**config.mk**
```make
export PLATFORM = sky130hd
export DESIGN_NAME = dual_queue_cmd_seq
export DESIGN_NICKNAME = d
export VERILOG_FILES = /design/src/rtl/dqs_pkg.sv /design/src/rtl/dqs_cmd_table.sv /design/src/rtl/dqs_sequencer.sv /design/src/rtl/dqs_last_ptr.sv /design/src/rtl/dual_queue_cmd_seq.sv
export SDC_FILE = /design/constraint.sdc
export NUM_CORES = 1
export LEC_CHECK = 0
export CAP_MARGIN = 20
export CORE_UTILIZATION = 47
export CTS_CLUSTER_DIAMETER = 50
export DETAILED_ROUTE_END_ITERATION = 10
export DONT_BUFFER_PORTS = 1
export GPL_ROUTABILITY_DRIVEN = 1
export HOLD_SLACK_MARGIN = 0.05
export SYNTH_ARGS = -nofsm -noshare
export SYNTH_HDL_FRONTEND = slang
export SYNTH_SLANG_ARGS = --single-unit
```
**constraint.sdc**
```tcl
create_clock -name clk -period 4.2 [get_ports clk]
set_input_delay 0.21 -clock clk [delete_from_list [all_inputs] [get_ports clk]]
set_output_delay 0.21 -clock clk [all_outputs]
set_load 0.02 [all_outputs]
```
**src/rtl/dqs_pkg.sv**
```systemverilog
package dqs_pkg;
    localparam int PTR_W   = 6;
    localparam int DEPTH   = 1 << PTR_W;
    localparam int CHAN_W  = 6;
    localparam int STIME_W = 3;
    localparam int WORD_W  = 1 + STIME_W + CHAN_W;
    localparam int BYTE_W  = 8;
    localparam int STAT_W  = 2 * BYTE_W;

    typedef enum logic [1:0] {Q_IDLE, Q_RUN, Q_HOLD} qstate_t;

    typedef struct packed {
        logic               pause;
        logic [STIME_W-1:0] stime;
        logic [CHAN_W-1:0]  chan;
    } cmd_t;

    typedef struct packed {
        logic             q2;
        logic [PTR_W-1:0] idx;
        logic             pause;
    } tag_t;

    function automatic cmd_t decode_word(input logic [WORD_W-1:0] w);
        return cmd_t'(w);
    endfunction

    function automatic logic [STAT_W-1:0] pack_status(input logic [PTR_W-1:0] p1,
                                                      input logic [PTR_W-1:0] p2);
        return {{(BYTE_W-PTR_W){1'b0}}, p1, {(BYTE_W-PTR_W){1'b0}}, p2};
    endfunction
endpackage

```
**src/rtl/dqs_cmd_table.sv**
```systemverilog
module dqs_cmd_table
    import dqs_pkg::*;
(
    input  logic              clk,
    input  logic              wr_en,
    input  logic [PTR_W-1:0]  wr_addr,
    input  logic [WORD_W-1:0] wr_data,
    input  logic [PTR_W-1:0]  rd_addr,
    output logic [WORD_W-1:0] rd_data
);
    logic [WORD_W-1:0] mem [DEPTH];

    always_ff @(posedge clk) begin
        if (wr_en) mem[wr_addr] <= wr_data;
    end

    assign rd_data = mem[rd_addr];
endmodule

```
**src/rtl/dqs_sequencer.sv**
```systemverilog
module dqs_sequencer
    import dqs_pkg::*;
(
    input  logic               clk,
    input  logic               rst,
    input  logic               stop_mode,
    input  logic               debug_mode,
    input  logic               trig_q1,
    input  logic               trig_q2,
    input  logic [PTR_W-1:0]   q2_base,
    input  logic               conv_done,
    input  cmd_t               rd_cmd,
    output logic [PTR_W-1:0]   rd_addr,
    output logic               conv_start,
    output logic [CHAN_W-1:0]  conv_chan,
    output logic [STIME_W-1:0] conv_stime,
    output logic [PTR_W-1:0]   cur_ptr,
    output logic               wb_valid,
    output logic               wb_q2,
    output logic [PTR_W-1:0]   wb_idx
);
    qstate_t          st  [2];
    logic [PTR_W:0]   nxt [2];
    logic             busy;
    tag_t             tag;

    logic             sel1, sel2, can_go, q1_end, q2_end, issue;
    logic [PTR_W:0]   fetch_idx;
    logic [1:0]       trig;

    always_comb begin
        trig      = {trig_q2, trig_q1};
        sel1      = (st[0] == Q_RUN);
        sel2      = !sel1 && (st[1] == Q_RUN);
        can_go    = !busy && !debug_mode && !stop_mode;
        fetch_idx = sel1 ? nxt[0] : nxt[1];
        q1_end    = sel1 && (nxt[0] >= {1'b0, q2_base});
        q2_end    = sel2 && nxt[1][PTR_W];
        issue     = can_go && ((sel1 && !q1_end) || (sel2 && !q2_end));
        rd_addr   = fetch_idx[PTR_W-1:0];
        wb_valid  = busy && conv_done;
        wb_q2     = tag.q2;
        wb_idx    = tag.idx;
    end

    always_ff @(posedge clk) begin
        if (rst || stop_mode) begin
            for (int q = 0; q < 2; q++) begin
                st[q]  <= Q_IDLE;
                nxt[q] <= '0;
            end
            busy       <= 1'b0;
            tag        <= '0;
            conv_start <= 1'b0;
            conv_chan  <= '0;
            conv_stime <= '0;
            cur_ptr    <= '0;
        end else begin
            conv_start <= issue;
            for (int q = 0; q < 2; q++) begin
                if (trig[q] && st[q] != Q_RUN) begin
                    st[q] <= Q_RUN;
                    if (st[q] == Q_IDLE)
                        nxt[q] <= (q == 0) ? '0 : {1'b0, q2_base};
                end
            end
            if (can_go && q1_end) begin
                st[0]   <= Q_IDLE;
                cur_ptr <= q2_base;
            end
            if (can_go && q2_end)
                st[1] <= Q_IDLE;
            if (issue) begin
                busy       <= 1'b1;
                cur_ptr    <= rd_addr;
                conv_chan  <= rd_cmd.chan;
                conv_stime <= rd_cmd.stime;
                tag        <= '{q2: !sel1, idx: rd_addr, pause: rd_cmd.pause};
                if (sel1) nxt[0] <= fetch_idx + 1'b1;
                else      nxt[1] <= fetch_idx + 1'b1;
            end
            if (wb_valid) begin
                busy <= 1'b0;
                if (tag.pause) st[tag.q2] <= Q_HOLD;
            end
        end
    end

    assert_one_outstanding_R11: assert property (@(posedge clk) disable iff (rst)
        (busy && !conv_done) |=> !conv_start);
    assert_no_issue_debug_R9: assert property (@(posedge clk) disable iff (rst)
        debug_mode |=> !conv_start);
    assert_no_issue_stop_R8: assert property (@(posedge clk) disable iff (rst)
        stop_mode |=> !conv_start);
    assert_start_pulse_R11: assert property (@(posedge clk) disable iff (rst)
        conv_start |=> !conv_start);
endmodule

```
**src/rtl/dqs_last_ptr.sv**
```systemverilog
module dqs_last_ptr
    import dqs_pkg::*;
(
    input  logic              clk,
    input  logic              rst,
    input  logic              stop_mode,
    input  logic              wb_valid,
    input  logic              wb_q2,
    input  logic [PTR_W-1:0]  wb_idx,
    output logic [STAT_W-1:0] status_word
);
    logic [PTR_W-1:0] last1, last2;

    always_ff @(posedge clk) begin
        if (rst || stop_mode) begin
            last1 <= '1;
            last2 <= '1;
        end else if (wb_valid) begin
            if (wb_q2) last2 <= wb_idx;
            else       last1 <= wb_idx;
        end
    end

    assign status_word = pack_status(last1, last2);

    assert_hold_without_result_R2: assert property (@(posedge clk) disable iff (rst)
        (!wb_valid && !stop_mode) |=> ($stable(last1) && $stable(last2)));
    assert_stop_sets_max_R8: assert property (@(posedge clk) disable iff (rst)
        stop_mode |=> (last1 == '1 && last2 == '1));
    assert_other_queue_kept_R3: assert property (@(posedge clk) disable iff (rst)
        (wb_valid && wb_q2 && !stop_mode) |=> $stable(last1));
endmodule

```
**src/rtl/dual_queue_cmd_seq.sv**
```systemverilog
module dual_queue_cmd_seq
    import dqs_pkg::*;
(
    input  logic               clk,
    input  logic               rst,
    input  logic               stop_mode,
    input  logic               debug_mode,
    input  logic               tbl_we,
    input  logic [PTR_W-1:0]   tbl_addr,
    input  logic [WORD_W-1:0]  tbl_data,
    input  logic [PTR_W-1:0]   q2_base,
    input  logic               trig_q1,
    input  logic               trig_q2,
    input  logic               conv_done,
    output logic               conv_start,
    output logic [CHAN_W-1:0]  conv_chan,
    output logic [STIME_W-1:0] conv_stime,
    output logic [PTR_W-1:0]   cur_ptr,
    output logic [STAT_W-1:0]  status_word
);
    logic [PTR_W-1:0]  rd_addr;
    logic [WORD_W-1:0] rd_word;
    logic              wb_valid, wb_q2;
    logic [PTR_W-1:0]  wb_idx;

    dqs_cmd_table u_table (
        .clk     (clk),
        .wr_en   (tbl_we),
        .wr_addr (tbl_addr),
        .wr_data (tbl_data),
        .rd_addr (rd_addr),
        .rd_data (rd_word)
    );

    dqs_sequencer u_seq (
        .clk        (clk),
        .rst        (rst),
        .stop_mode  (stop_mode),
        .debug_mode (debug_mode),
        .trig_q1    (trig_q1),
        .trig_q2    (trig_q2),
        .q2_base    (q2_base),
        .conv_done  (conv_done),
        .rd_cmd     (decode_word(rd_word)),
        .rd_addr    (rd_addr),
        .conv_start (conv_start),
        .conv_chan  (conv_chan),
        .conv_stime (conv_stime),
        .cur_ptr    (cur_ptr),
        .wb_valid   (wb_valid),
        .wb_q2      (wb_q2),
        .wb_idx     (wb_idx)
    );

    dqs_last_ptr u_ptr (
        .clk         (clk),
        .rst         (rst),
        .stop_mode   (stop_mode),
        .wb_valid    (wb_valid),
        .wb_q2       (wb_q2),
        .wb_idx      (wb_idx),
        .status_word (status_word)
    );
endmodule

```
==> flow_metrics.tcl <==
set metrics [dict create \
    grt_pass1_wl_um 109600 \
    final.min_clock_period_ns 4.004 \
    max_freq_mhz 249.7 \
    place_ws_ns 0.2147 \
    setup_ws_ns 0.1958 \
    skew_ns 0.03296 \
    hold_viol 0 \
    total_power_mw 15.57 \
    gr-total-overflow 0 \
    r2r_slack_ns 0.20 \
    drt_iter0_drc 1755 \
    cts_resized 0 \
    ys_seq_area_share_pct 74.22 \
    path_max_fanout 49 \
    setup_violations 0 \
    timing.rr.start "u_seq.st[0][1]" \
    yosysWarnings 0 \
    ys.flop_type "edfxtp_1" \
    required_ns 4.77 \
    vias_per_cell 6.097 \
    synth_edf_count 654 \
    utilization_pct 55.64 \
    clockRootBuffer "clkbuf_16" \
    n_antenna_cell 0 \
    setup.worst_path.start "u_seq.st[0][1]" \
    fin_nets 1912 \
    path_clk_slew_ns 0.06 \
    critPathArrivalTime_ns 4.57 \
    h-tree-depth 3 \
    ir_drop_uv 346.7 \
    crit_end "u_seq.conv_chan[2]" \
    leakagePower_nw 10.45 \
    die_area_um2 59620 \
    grt.total_usage_pct 25.32 \
    port_buffers 0 \
    initial_core_util_pct 47.69 \
    ant_nets 0 \
    clk_path_buf_depth 3 \
    drc 0 \
    rows 88 \
    cellPowerDensity_nw_per_um2 484.0 \
    synthArstFlopShare_pct 0 \
    max-slew-margin-rel_pct 22.76 \
    antenna_found_initial 0 \
    ys_ff_latch 695 \
    layout-drive-gt1-share_pct 16.78 \
    max_slew.worst_pin.slew_ns 1.154 \
    clock_latency_ns 0.64 \
    post-route-period-util_pct 95.34 \
    synth.avg_cell_area_um2 15.74 \
    fp.dieW_um 244.2 \
    die_h_um 244.2 \
    grt_max_degree 65 \
    hold_class "in -> reg" \
    core_um2 57810 \
    cp-end-kind "register" \
    finalSetupTns_ns 0 \
    cts_made_buffers 78 \
    grt_pass1_vias 15849 \
    cts_num_sinks 695 \
    first_pass_iters 6 \
    maxSlewViolCount 0 \
    critical_path_class "reg -> reg" \
    area_delta_synth_final_pct 16.68 \
    cap_violations 0 \
    routed_wl_um 74790 \
    netlist-cell-type-count 62 \
    status "complete, no violations" \
    routedWlPerCell_um 27.68 \
    dp_hpwl_um 45020 \
    io_pins 62 \
    synth_area_um2 27570 \
    r2r_cells 9 \
    gp_congestion 0.8852 \
    rr_endpoint "u_seq.conv_chan[2]" \
    post_cts_buffers 0 \
    start_kind "register" \
    tritoncts "built" \
    postSynthCellCount 1751 \
    vias 16475 \
    rsz0062_at_grt "false" \
]
==> final cells by class <==
class	count	area, µm²
fillers	4468	25640
clock buffers	90	1997
repair buffers	146	1562
clock inverters	52	510.5
flip-flops and latches	695	20460
well taps	765	957.2
inverters	13	53.80
multi-input cells	941	6625
==> placed cells by master, fill, tap and decap left out, types with 9 or more instances in the layout <==
cell type	synthesis	routed
a211oi_1	36	36
a21oi_1	56	55
a221oi_1	18	18
a22oi_1	23	23
a31oi_1	17	17
a32oi_1	13	13
buf_12	0	10
buf_16	0	10
buf_4	5	75
clkbuf_1	46	12
clkbuf_16	0	78
clkinv_1	0	17
clkinv_2	0	10
dfxtp_1	41	41
dlygate4sd3_1	0	43
edfxtp_1	654	654
inv_1	11	11
mux2i_1	40	36
mux4_2	81	81
nand2_1	256	256
nand3_1	99	99
nand4_1	14	14
nor2_1	112	111
nor3_1	14	14
o21ai_0	40	39
o22ai_1	9	9
==> cell usage after synthesis (12+ instances only) <==
cell type / number / area (µm²)
edfxtp_1: 654 / 19640
nand2_1: 256 / 960.9
nor2_1: 112 / 420.4
nand3_1: 99 / 495.5
mux4_2: 81 / 1824
a21oi_1: 56 / 280.3
clkbuf_1: 46 / 172.7
dfxtp_1: 41 / 820.8
mux2i_1: 40 / 400.4
o21ai_0: 40 / 200.2
buf_2: 38 / 190.2
a211oi_1: 36 / 270.3
a22oi_1: 23 / 172.7
a221oi_1: 18 / 157.7
a31oi_1: 17 / 106.4
nand4_1: 14 / 87.58
nor3_1: 14 / 70.07
a32oi_1: 13 / 113.9
buf_1: 12 / 45.04
==> registers in the layout, indices dropped and copies added, names as in the netlist <==
register,cells
u_seq.cur_ptr,6
u_seq.st,4
u_table.mem,640
u_ptr.last1,6
u_ptr.last2,6
u_seq.wb_idx,6
u_seq.conv_chan,6
u_seq.conv_start,1
u_seq.busy,1
u_seq.conv_stime,3
u_seq.nxt,14
u_seq.tag,1
u_seq.wb_q2,1
==> critical path: stages, from the launching register on <==
cell and delay [ns]:
dfxtp_1 0.47, nand2b_1 0.57, a21o_4 0.76, buf_12 0.28, mux2i_1 0.10, a22oi_1 0.26, nand3_1 0.21, a211oi_1 0.84
a221oi_1 0.23, nor2_1 0.15
==> timing repair <==
item / in CTS / in global routing
hold buffers: 45 / 8
setup endpoints to repair: 0 / 0
endpoints found under the hold margin: 717 / 7
==> how the worst min path moves through the flow <==
stage / from / to / slack, ns / cells past startpoint
floorplan: tbl_data[0] / u_table.mem[0][0] / 0.31 / 0
global placement: tbl_data[8] / u_table.mem[27][8] / 0.31 / 0
detailed placement: tbl_data[8] / u_table.mem[31][8] / 0.31 / 0
CTS: tbl_addr[1] / u_table.mem[34][5] / 0.05 / 3
global route: tbl_we / u_table.mem[39][7] / 0.06 / 2
finish: tbl_we / u_table.mem[39][9] / 0.06 / 2
==> through the flow <==
stage	cell area [µm²]	hold WS, ns	cells
global placement	28760	0.3131	2486
global route	32160	0.06500	2702
CTS	31950	0.05010	2679
floorplan	27580	0.3089	1754
detailed placement	28820	0.3120	2492
finish	32160	0.05502	2702
==> cells by family (layout without fill, tap and decap cells) <==
family / Yosys count / after routing / synth area share (%)
adder cells (fa/ha/maj): 7 / 7 / 0.3177
other: 1 / 4 / 0.01360
flip-flops: 695 / 695 / 74.22
XOR/XNOR: 5 / 5 / 0.1589
multiplexers: 127 / 127 / 8.356
buffers and inverters: 118 / 301 / 1.965
AO/OA/AOI/OAI: 262 / 262 / 6.536
AND/OR/NAND/NOR: 536 / 536 / 8.433
==> metal layers <==
| layer | vias to the layer above | track usage, % | part of all wire, % |
|---|---|---|---|
| met4 | 0 | 8.585 | 3.3 |
| li1 | 7112 | - | - |
| met3 | 158 | 5.191 | 8.4 |
| met2 | 765 | 37.79 | 46 |
| met5 | - | 0 | 0 |
| met1 | 8440 | 37.13 | 43 |
==> where the power goes <==
| group | internal [mW] | leakage (nW) | switching, mW | total, mW |
|---|---|---|---|---|
| combinational | 0.417 | 2.99 | 0.800 | 1.22 |
| clock | 3.93 | 1.21 | 2.76 | 6.69 |
| sequential | 7.63 | 6.25 | 0.0300 | 7.66 |
Power figures use the tool's default switching activity.
